File: config.mk
export PLATFORM = sky130hd
export DESIGN_NAME = mrr_router
export DESIGN_NICKNAME = d
export VERILOG_FILES = /design/src/rtl/mrr_pkg.sv /design/src/rtl/mrr_cfg_regs.sv /design/src/rtl/mrr_win_match.sv /design/src/rtl/mrr_range_match.sv /design/src/rtl/mrr_router.sv
export SDC_FILE = /design/constraint.sdc
export NUM_CORES = 2
export LEC_CHECK = 0
export ABC_CLOCK_PERIOD_IN_PS = 7250
export CAP_MARGIN = 20
export CORE_ASPECT_RATIO = 0.5
export CORE_UTILIZATION = 60
export CTS_CLUSTER_DIAMETER = 40
export DETAILED_ROUTE_END_ITERATION = 6
export DONT_BUFFER_PORTS = 1
export GPL_TIMING_DRIVEN = 1
export PLACE_DENSITY = 0.76
export SYNTH_ARGS = -nofsm -noshare
export SYNTH_HDL_FRONTEND = slang
export SYNTH_HIERARCHICAL = 1
export SYNTH_SLANG_ARGS = --single-unit
export TNS_END_PERCENT = 100
File: constraint.sdc
create_clock -name clk -period 7.25 [get_ports clk]
set_clock_uncertainty 0.2 [all_clocks]
set_input_delay 0.3625 -clock clk [delete_from_list [all_inputs] [get_ports clk]]
set_output_delay 0.3625 -clock clk [all_outputs]
set_load 0.02 [all_outputs]
File: src/rtl/mrr_pkg.sv
package mrr_pkg;

  // Port window set: low window in 1 MB units, prefetchable window as address[63:20]
  typedef struct packed {
    logic [11:0] lo_base;
    logic [11:0] lo_limit;
    logic [43:0] pf_base;
    logic [43:0] pf_limit;
  } win_t;

  // Internal function range, byte granular, inclusive
  typedef struct packed {
    logic [63:0] base;
    logic [63:0] limit;
  } brange_t;

  // Port field select codes
  localparam logic [2:0] SEL_LO_BASE    = 3'd0;
  localparam logic [2:0] SEL_LO_LIMIT   = 3'd1;
  localparam logic [2:0] SEL_PF_BASE_L  = 3'd2;
  localparam logic [2:0] SEL_PF_LIMIT_L = 3'd3;
  localparam logic [2:0] SEL_PF_BASE_H  = 3'd4;
  localparam logic [2:0] SEL_PF_LIMIT_H = 3'd5;

  // Internal range field select codes
  localparam logic [2:0] SEL_RB_BASE_L  = 3'd0;
  localparam logic [2:0] SEL_RB_BASE_H  = 3'd1;
  localparam logic [2:0] SEL_RB_LIMIT_L = 3'd2;
  localparam logic [2:0] SEL_RB_LIMIT_H = 3'd3;

  // Disabled reset values: base above limit
  localparam win_t WIN_OFF = '{lo_base: '1, lo_limit: '0, pf_base: '1, pf_limit: '0};
  localparam brange_t RANGE_OFF = '{base: '1, limit: '0};

endpackage

File: src/rtl/mrr_cfg_regs.sv
module mrr_cfg_regs
  import mrr_pkg::*;
#(
  parameter int N_PORTS = 4,
  parameter int N_BARS  = 2,
  parameter int IW      = 2
) (
  input  logic                      clk,
  input  logic                      rst_n,
  input  logic                      cfg_we,
  input  logic                      cfg_bar,
  input  logic [IW-1:0]             cfg_idx,
  input  logic [2:0]                cfg_reg,
  input  logic [31:0]               cfg_wdata,
  output win_t    [N_PORTS-1:0]     wins,
  output brange_t [N_BARS-1:0]      ranges
);

  for (genvar p = 0; p < N_PORTS; p++) begin : g_port
    logic sel_port;
    assign sel_port = cfg_we && !cfg_bar && (cfg_idx == IW'(p));

    always_ff @(posedge clk) begin
      if (!rst_n) begin
        wins[p] <= WIN_OFF;
      end else if (sel_port) begin
        case (cfg_reg)
          SEL_LO_BASE:    wins[p].lo_base         <= cfg_wdata[31:20];
          SEL_LO_LIMIT:   wins[p].lo_limit        <= cfg_wdata[31:20];
          SEL_PF_BASE_L:  wins[p].pf_base[11:0]   <= cfg_wdata[31:20];
          SEL_PF_LIMIT_L: wins[p].pf_limit[11:0]  <= cfg_wdata[31:20];
          SEL_PF_BASE_H:  wins[p].pf_base[43:12]  <= cfg_wdata;
          SEL_PF_LIMIT_H: wins[p].pf_limit[43:12] <= cfg_wdata;
          default: ;
        endcase
      end
    end
  end

  for (genvar b = 0; b < N_BARS; b++) begin : g_range
    logic sel_rng;
    assign sel_rng = cfg_we && cfg_bar && (cfg_idx == IW'(b));

    always_ff @(posedge clk) begin
      if (!rst_n) begin
        ranges[b] <= RANGE_OFF;
      end else if (sel_rng) begin
        case (cfg_reg)
          SEL_RB_BASE_L:  ranges[b].base[31:0]   <= cfg_wdata;
          SEL_RB_BASE_H:  ranges[b].base[63:32]  <= cfg_wdata;
          SEL_RB_LIMIT_L: ranges[b].limit[31:0]  <= cfg_wdata;
          SEL_RB_LIMIT_H: ranges[b].limit[63:32] <= cfg_wdata;
          default: ;
        endcase
      end
    end
  end

endmodule

File: src/rtl/mrr_win_match.sv
module mrr_win_match
  import mrr_pkg::*;
(
  input  win_t        win,
  input  logic [43:0] blk,   // address[63:20]
  output logic        hit
);

  logic lo_en, pf_en, lo_hit, pf_hit;

  always_comb begin
    lo_en  = win.lo_base <= win.lo_limit;
    pf_en  = win.pf_base <= win.pf_limit;
    lo_hit = lo_en && (blk[43:12] == 32'd0) &&
             (blk[11:0] >= win.lo_base) && (blk[11:0] <= win.lo_limit);
    pf_hit = pf_en && (blk >= win.pf_base) && (blk <= win.pf_limit);
    hit    = lo_hit || pf_hit;
  end

endmodule

File: src/rtl/mrr_range_match.sv
module mrr_range_match
  import mrr_pkg::*;
(
  input  brange_t     rng,
  input  logic [63:0] addr,
  output logic        hit
);

  always_comb begin
    hit = (rng.base <= rng.limit) && (addr >= rng.base) && (addr <= rng.limit);
  end

endmodule

File: src/rtl/mrr_router.sv
module mrr_router
  import mrr_pkg::*;
#(
  parameter int N_PORTS = 4,
  parameter int N_BARS  = 2,
  localparam int PW = (N_PORTS > 1) ? $clog2(N_PORTS) : 1,
  localparam int BW = (N_BARS > 1) ? $clog2(N_BARS) : 1,
  localparam int IW = (PW > BW) ? PW : BW
) (
  input  logic                clk,
  input  logic                rst_n,
  input  logic                cfg_we,
  input  logic                cfg_bar,
  input  logic [IW-1:0]       cfg_idx,
  input  logic [2:0]          cfg_reg,
  input  logic [31:0]         cfg_wdata,
  input  logic                req_valid,
  output logic                req_ready,
  input  logic [63:0]         req_addr,
  input  logic [PW-1:0]       req_port,
  output logic                dec_valid,
  input  logic                dec_ready,
  output logic [N_PORTS-1:0]  dec_egress,
  output logic                dec_internal,
  output logic [N_BARS-1:0]   dec_bar,
  output logic                dec_unsup
);

  win_t    [N_PORTS-1:0] wins;
  brange_t [N_BARS-1:0]  ranges;

  mrr_cfg_regs #(.N_PORTS(N_PORTS), .N_BARS(N_BARS), .IW(IW)) u_regs (
    .clk(clk), .rst_n(rst_n), .cfg_we(cfg_we), .cfg_bar(cfg_bar),
    .cfg_idx(cfg_idx), .cfg_reg(cfg_reg), .cfg_wdata(cfg_wdata),
    .wins(wins), .ranges(ranges)
  );

  logic [N_PORTS-1:0] win_hit;
  logic [N_BARS-1:0]  rng_hit;

  for (genvar p = 0; p < N_PORTS; p++) begin : g_wm
    mrr_win_match u_wm (.win(wins[p]), .blk(req_addr[63:20]), .hit(win_hit[p]));
  end

  for (genvar b = 0; b < N_BARS; b++) begin : g_rm
    mrr_range_match u_rm (.rng(ranges[b]), .addr(req_addr), .hit(rng_hit[b]));
  end

  // Priority decode: peer downstream, internal range, upstream window, default upstream
  logic [N_PORTS-1:0] peer_hit, peer_sel, nx_egress;
  logic [N_BARS-1:0]  rng_sel, nx_bar;
  logic               nx_internal, nx_unsup;

  always_comb begin
    peer_hit    = win_hit & ~(N_PORTS'(1) << req_port) & ~N_PORTS'(1);
    peer_sel    = peer_hit & (~peer_hit + N_PORTS'(1));
    rng_sel     = rng_hit & (~rng_hit + N_BARS'(1));
    nx_egress   = '0;
    nx_bar      = '0;
    nx_internal = 1'b0;
    nx_unsup    = 1'b0;
    if (peer_hit != '0) begin
      nx_egress = peer_sel;
    end else if (rng_hit != '0) begin
      nx_internal = 1'b1;
      nx_bar      = rng_sel;
    end else if (win_hit[0]) begin
      nx_unsup = 1'b1;
    end else begin
      nx_egress = N_PORTS'(1);
    end
  end

  // Output register stage
  logic          accept;
  logic [PW-1:0] out_port;

  assign req_ready = !dec_valid || dec_ready;
  assign accept    = req_valid && req_ready;

  always_ff @(posedge clk) begin
    if (!rst_n) begin
      dec_valid    <= 1'b0;
      dec_egress   <= '0;
      dec_internal <= 1'b0;
      dec_bar      <= '0;
      dec_unsup    <= 1'b0;
      out_port     <= '0;
    end else if (accept) begin
      dec_valid    <= 1'b1;
      dec_egress   <= nx_egress;
      dec_internal <= nx_internal;
      dec_bar      <= nx_bar;
      dec_unsup    <= nx_unsup;
      out_port     <= req_port;
    end else if (dec_ready) begin
      dec_valid    <= 1'b0;
    end
  end


  latency_chk: assert property (@(posedge clk) disable iff (!rst_n)
    accept |=> dec_valid);


  hold_chk: assert property (@(posedge clk) disable iff (!rst_n)
    (dec_valid && !dec_ready) |=>
      (dec_valid && $stable(dec_egress) && $stable(dec_internal) &&
       $stable(dec_bar) && $stable(dec_unsup)));


  one_result_chk: assert property (@(posedge clk) disable iff (!rst_n)
    dec_valid |-> ($countones({dec_egress, dec_internal, dec_unsup}) == 1));


  no_reflect_chk: assert property (@(posedge clk) disable iff (!rst_n)
    (dec_valid && out_port != '0) |-> !dec_egress[out_port]);


  range_flag_chk: assert property (@(posedge clk) disable iff (!rst_n)
    dec_valid |-> ($onehot0(dec_bar) && (dec_internal == (dec_bar != '0))));

endmodule

==> impl_metrics.yaml <==
setup_path:
  crit_cells: 13
  critical_path_class: "reg2reg"
  r2r-end: "dec_unsup"
  crit_path_frequent_cell: "o32ai_1"
  critical-path-max-stage-delay_ps: 1080
  cp_max_fo: 5
  crit_slowest_cell: "nor3_1"
  start_kind: "flop"
  worst_ep_arrival_time_ps: 5510
  path_delay_family: "compound AO/OA/AOI/OAI gates"
  worst-r2r-cell-count: 13
  rrSetupSlack_ps: 2120
  r2r_start: "u_regs/wins[287]"
  required_ps: 7630
  path_buf_inv: 2
  cp-end-kind: "flop"
  cp-endpoint: "dec_unsup"
  cp-startpoint: "u_regs/wins[287]"
  worstPathCellList: "inv_1, ha_1, nand4_1, nor3_1, o2111ai_1, o21ai_1, a31oi_1, o32ai_1, mux2i_1, a21oi_2, o32ai_1, a32o_1, dlygate4sd3_1"
drt:
  drc: 0
  postRouteAntennaNets: 0
  vias: 47789
  routed_wl_um: 183000
  drt_pass1_iterations: 6
  viasPerCell: 6.30
  wire_per_inst_um: 24.1
  drt_iter0_markers: 4973
timing:
  period_needed_ps: 5130
  fmaxAchievable_mhz: 195
  rsz0062_at_grt: "no"
  finalSetupTns_ps: 0
  final-hold-violation-count: 0
  slew_headroom: 0.106
  finalWorstSetupSlack_ps: 2120
  period_share: 0.708
  setup_viol: 0
  drv_slew: 0
  worstMarginPinSlew_ps: 1330
finish:
  drive_gt1_frac: 0.0449
  regArea_um2: 14300
  multi_input_area_um2: 34400
  areaGrowthSynthToFinish_pct: 16.9
  nNetsFinal: 7499
  stdcell_count: 7582
  final_area_um2: 61100
  fill_cells: 6284
power_and_ir_drop:
  power_mw: 9.54
  peakVddDrop_uv: 185
  p_per_area_nw_per_um2: 156
  leakage_nw: 30.0
logic_synthesis:
  ys_ff_latch: 713
  netlist_instances: 5967
  yosysTopAreaCell: "dfxtp_1"
  synth_ff_type: "dfxtp_1"
  synth_top_area_frac: 0.273
  async_flop_share: 0
  synthDistinctLibCells: 80
  ys_top_cells_by_area: "dfxtp_1, ha_1, mux2i_1"
  yosysSeqAreaShare: 0.273
  yosysWarningCount: 6
  syn_area_um2: 52200
  avgSynthCellArea_um2: 8.75
  synth_edf_count: 0
  syn_nets: 7132
clock_network:
  clock_path_buffers: 3
  h-tree-depth: 3
  cts_tree: "built"
  clk_pin_slew_worst_paths_ps: 70
  cts.sinks: 713
  insertion_delay_ps: 710
  cts_buffers: 88
  holdBufCountCts: 453
  cts_resized: 0
  root_buffer: "clkbuf_16"
  postCtsSetupBuffers: 0
placed_design:
  numPortBuffers: 0
  placed_area_um2: 53300
  hpwl_um: 118000
  post-place-ws_ps: 3150
  place_inst: 6953
  gp_congestion: 0.967
die:
  die_x_um: 419
  initial_utilization: 0.606
  fp.coreArea_um2: 86200
  num_rows: 76
  die_h_um: 211
  pin_count: 119
  die_area_um2: 88300
run:
  max_cap_violations: 0
grt:
  grt_pass1_vias: 47773
  antenna_found_initial: 6
  grt_pass1_wl_um: 274000
  grt_max_degree: 483
  grt_usage: 0.403
  grt_overflow: 0
min_path:
  hp-class: "in2reg"
  hold_depth: 2
outcome:
  outcome: "finished clean"
-- placed cells by master, fill, tap and decap left out, drive strengths merged, types with 30 or more instances in the layout --
cell         synthesis  final
nor2b              344    344
inv                734    756
nand2b              91     91
mux2i              629    629
nor4                58     58
nand3              106    106
a21o               162    162
dlygate4sd3          0    453
ha                1056   1056
buf                101     55
o21ai              131    131
dfxtp              713    713
nand2              570    570
clkbuf             130    111
nor2                87     87
o211ai              30     30
nand4              227    227
a21oi              512    512
-- kinds of logic (layout without fill, tap and decap cells) --
family          after synthesis  count (layout)  synth area share
simple gates               1586            1586             0.161
fa+ha+maj                  1056            1056             0.253
compound gates             1018            1018             0.121
buf+inv                     965            1407            0.0713
flops                       713             713             0.273
mux                         629             629             0.121
other cells                   0               3                 0
-- power by group --
part           internal [mW]  leakage [nW]  total (mW)  switching, mW
sequential              3.93          5.76        3.95         0.0143
clock                   2.73          1.51        4.76           2.02
combinational          0.312          22.8       0.836          0.524
total                   6.98          30.0        9.54           2.56
-- per-layer routing --
layer,vias to the layer above,part of all wire,global-route usage
li1,21753,-,-
met1,22714,0.40,0.516
met2,2551,0.42,0.616
met3,763,0.11,0.104
met4,8,0.062,0.232
met5,-,0.00033,0
-- worst min-delay path by stage --
stage,from,end,slack (ps)
2_1_floorplan,u_regs/ranges[129],u_regs/ranges[129],230
3_3_place_gp,u_regs/ranges[175],u_regs/ranges[175],240
3_5_place_dp,u_regs/wins[146],u_regs/wins[146],250
4_1_cts,rst_n,u_regs/wins[3],0.7
5_1_grt,cfg_wdata[3],u_regs/ranges[35],20
6_report,cfg_wdata[19],u_regs/wins[31],50
-- cell usage after synthesis (5+ instances only) --
cell and count:
ha_1 1056, inv_1 734, dfxtp_1 713, mux2i_1 629, nand2_1 569, a21oi_1 511
nor2b_1 343, nand4_1 218, a21o_1 160, clkbuf_1 130, o21ai_0 107, nand3_1 106
nand2b_1 88, nor2_1 85, buf_2 69, nor4_1 56, o211ai_1 30, buf_1 28
nor3_1 26, and4_1 24, o21ai_1 24, a211oi_1 23, a221oi_1 21, o21a_1 19
a21boi_0 16, a221o_1 15, o31ai_1 10, a31oi_1 9, nand4_2 9, or2_1 9
o22ai_1 8, o2111ai_1 7, and2_1 6, a211o_1 5, a221oi_2 5, and3_1 5
o32ai_1 5
-- sequential cells by signal, indices dropped and copies added (netlist names) --
signal         flops
dec_egress         4
u_regs/wins      448
dec_internal       1
u_regs/ranges    256
dec_unsup          1
dec_valid          1
dec_bar            2
-- layout make-up --
class                   count  area share
diodes                      3    0.000123
clock buffers             111      0.0400
clock inverters            54      0.0107
inverters                 734      0.0451
multi-input cells        4289       0.563
flip-flops and latches    713       0.234
well taps                1170      0.0240
repair buffers            508      0.0831
-- through the flow --
step	util	hold slack (ps)
after floorplan	-	235
after global routing	0.709	18.5
after CTS	0.707	0.718
after detailed placement	0.618	246
final	0.709	47.1
after global placement	0.618	243
-- worst register-to-register path: cells and delay by family (launching register included) --
| kind | cells | cell delay [ps] |
|---|---|---|
| multiplexers | 1 | 210 |
| AO/OA/AOI/OAI | 7 | 2100 |
| buffers and inverters | 2 | 610 |
| AND/OR/NAND/NOR | 2 | 1200 |
| flip-flops | 1 | 370 |
| adder cells (fa/ha/maj) | 1 | 330 |
No activity file was read; power rests on OpenSTA's default activity.
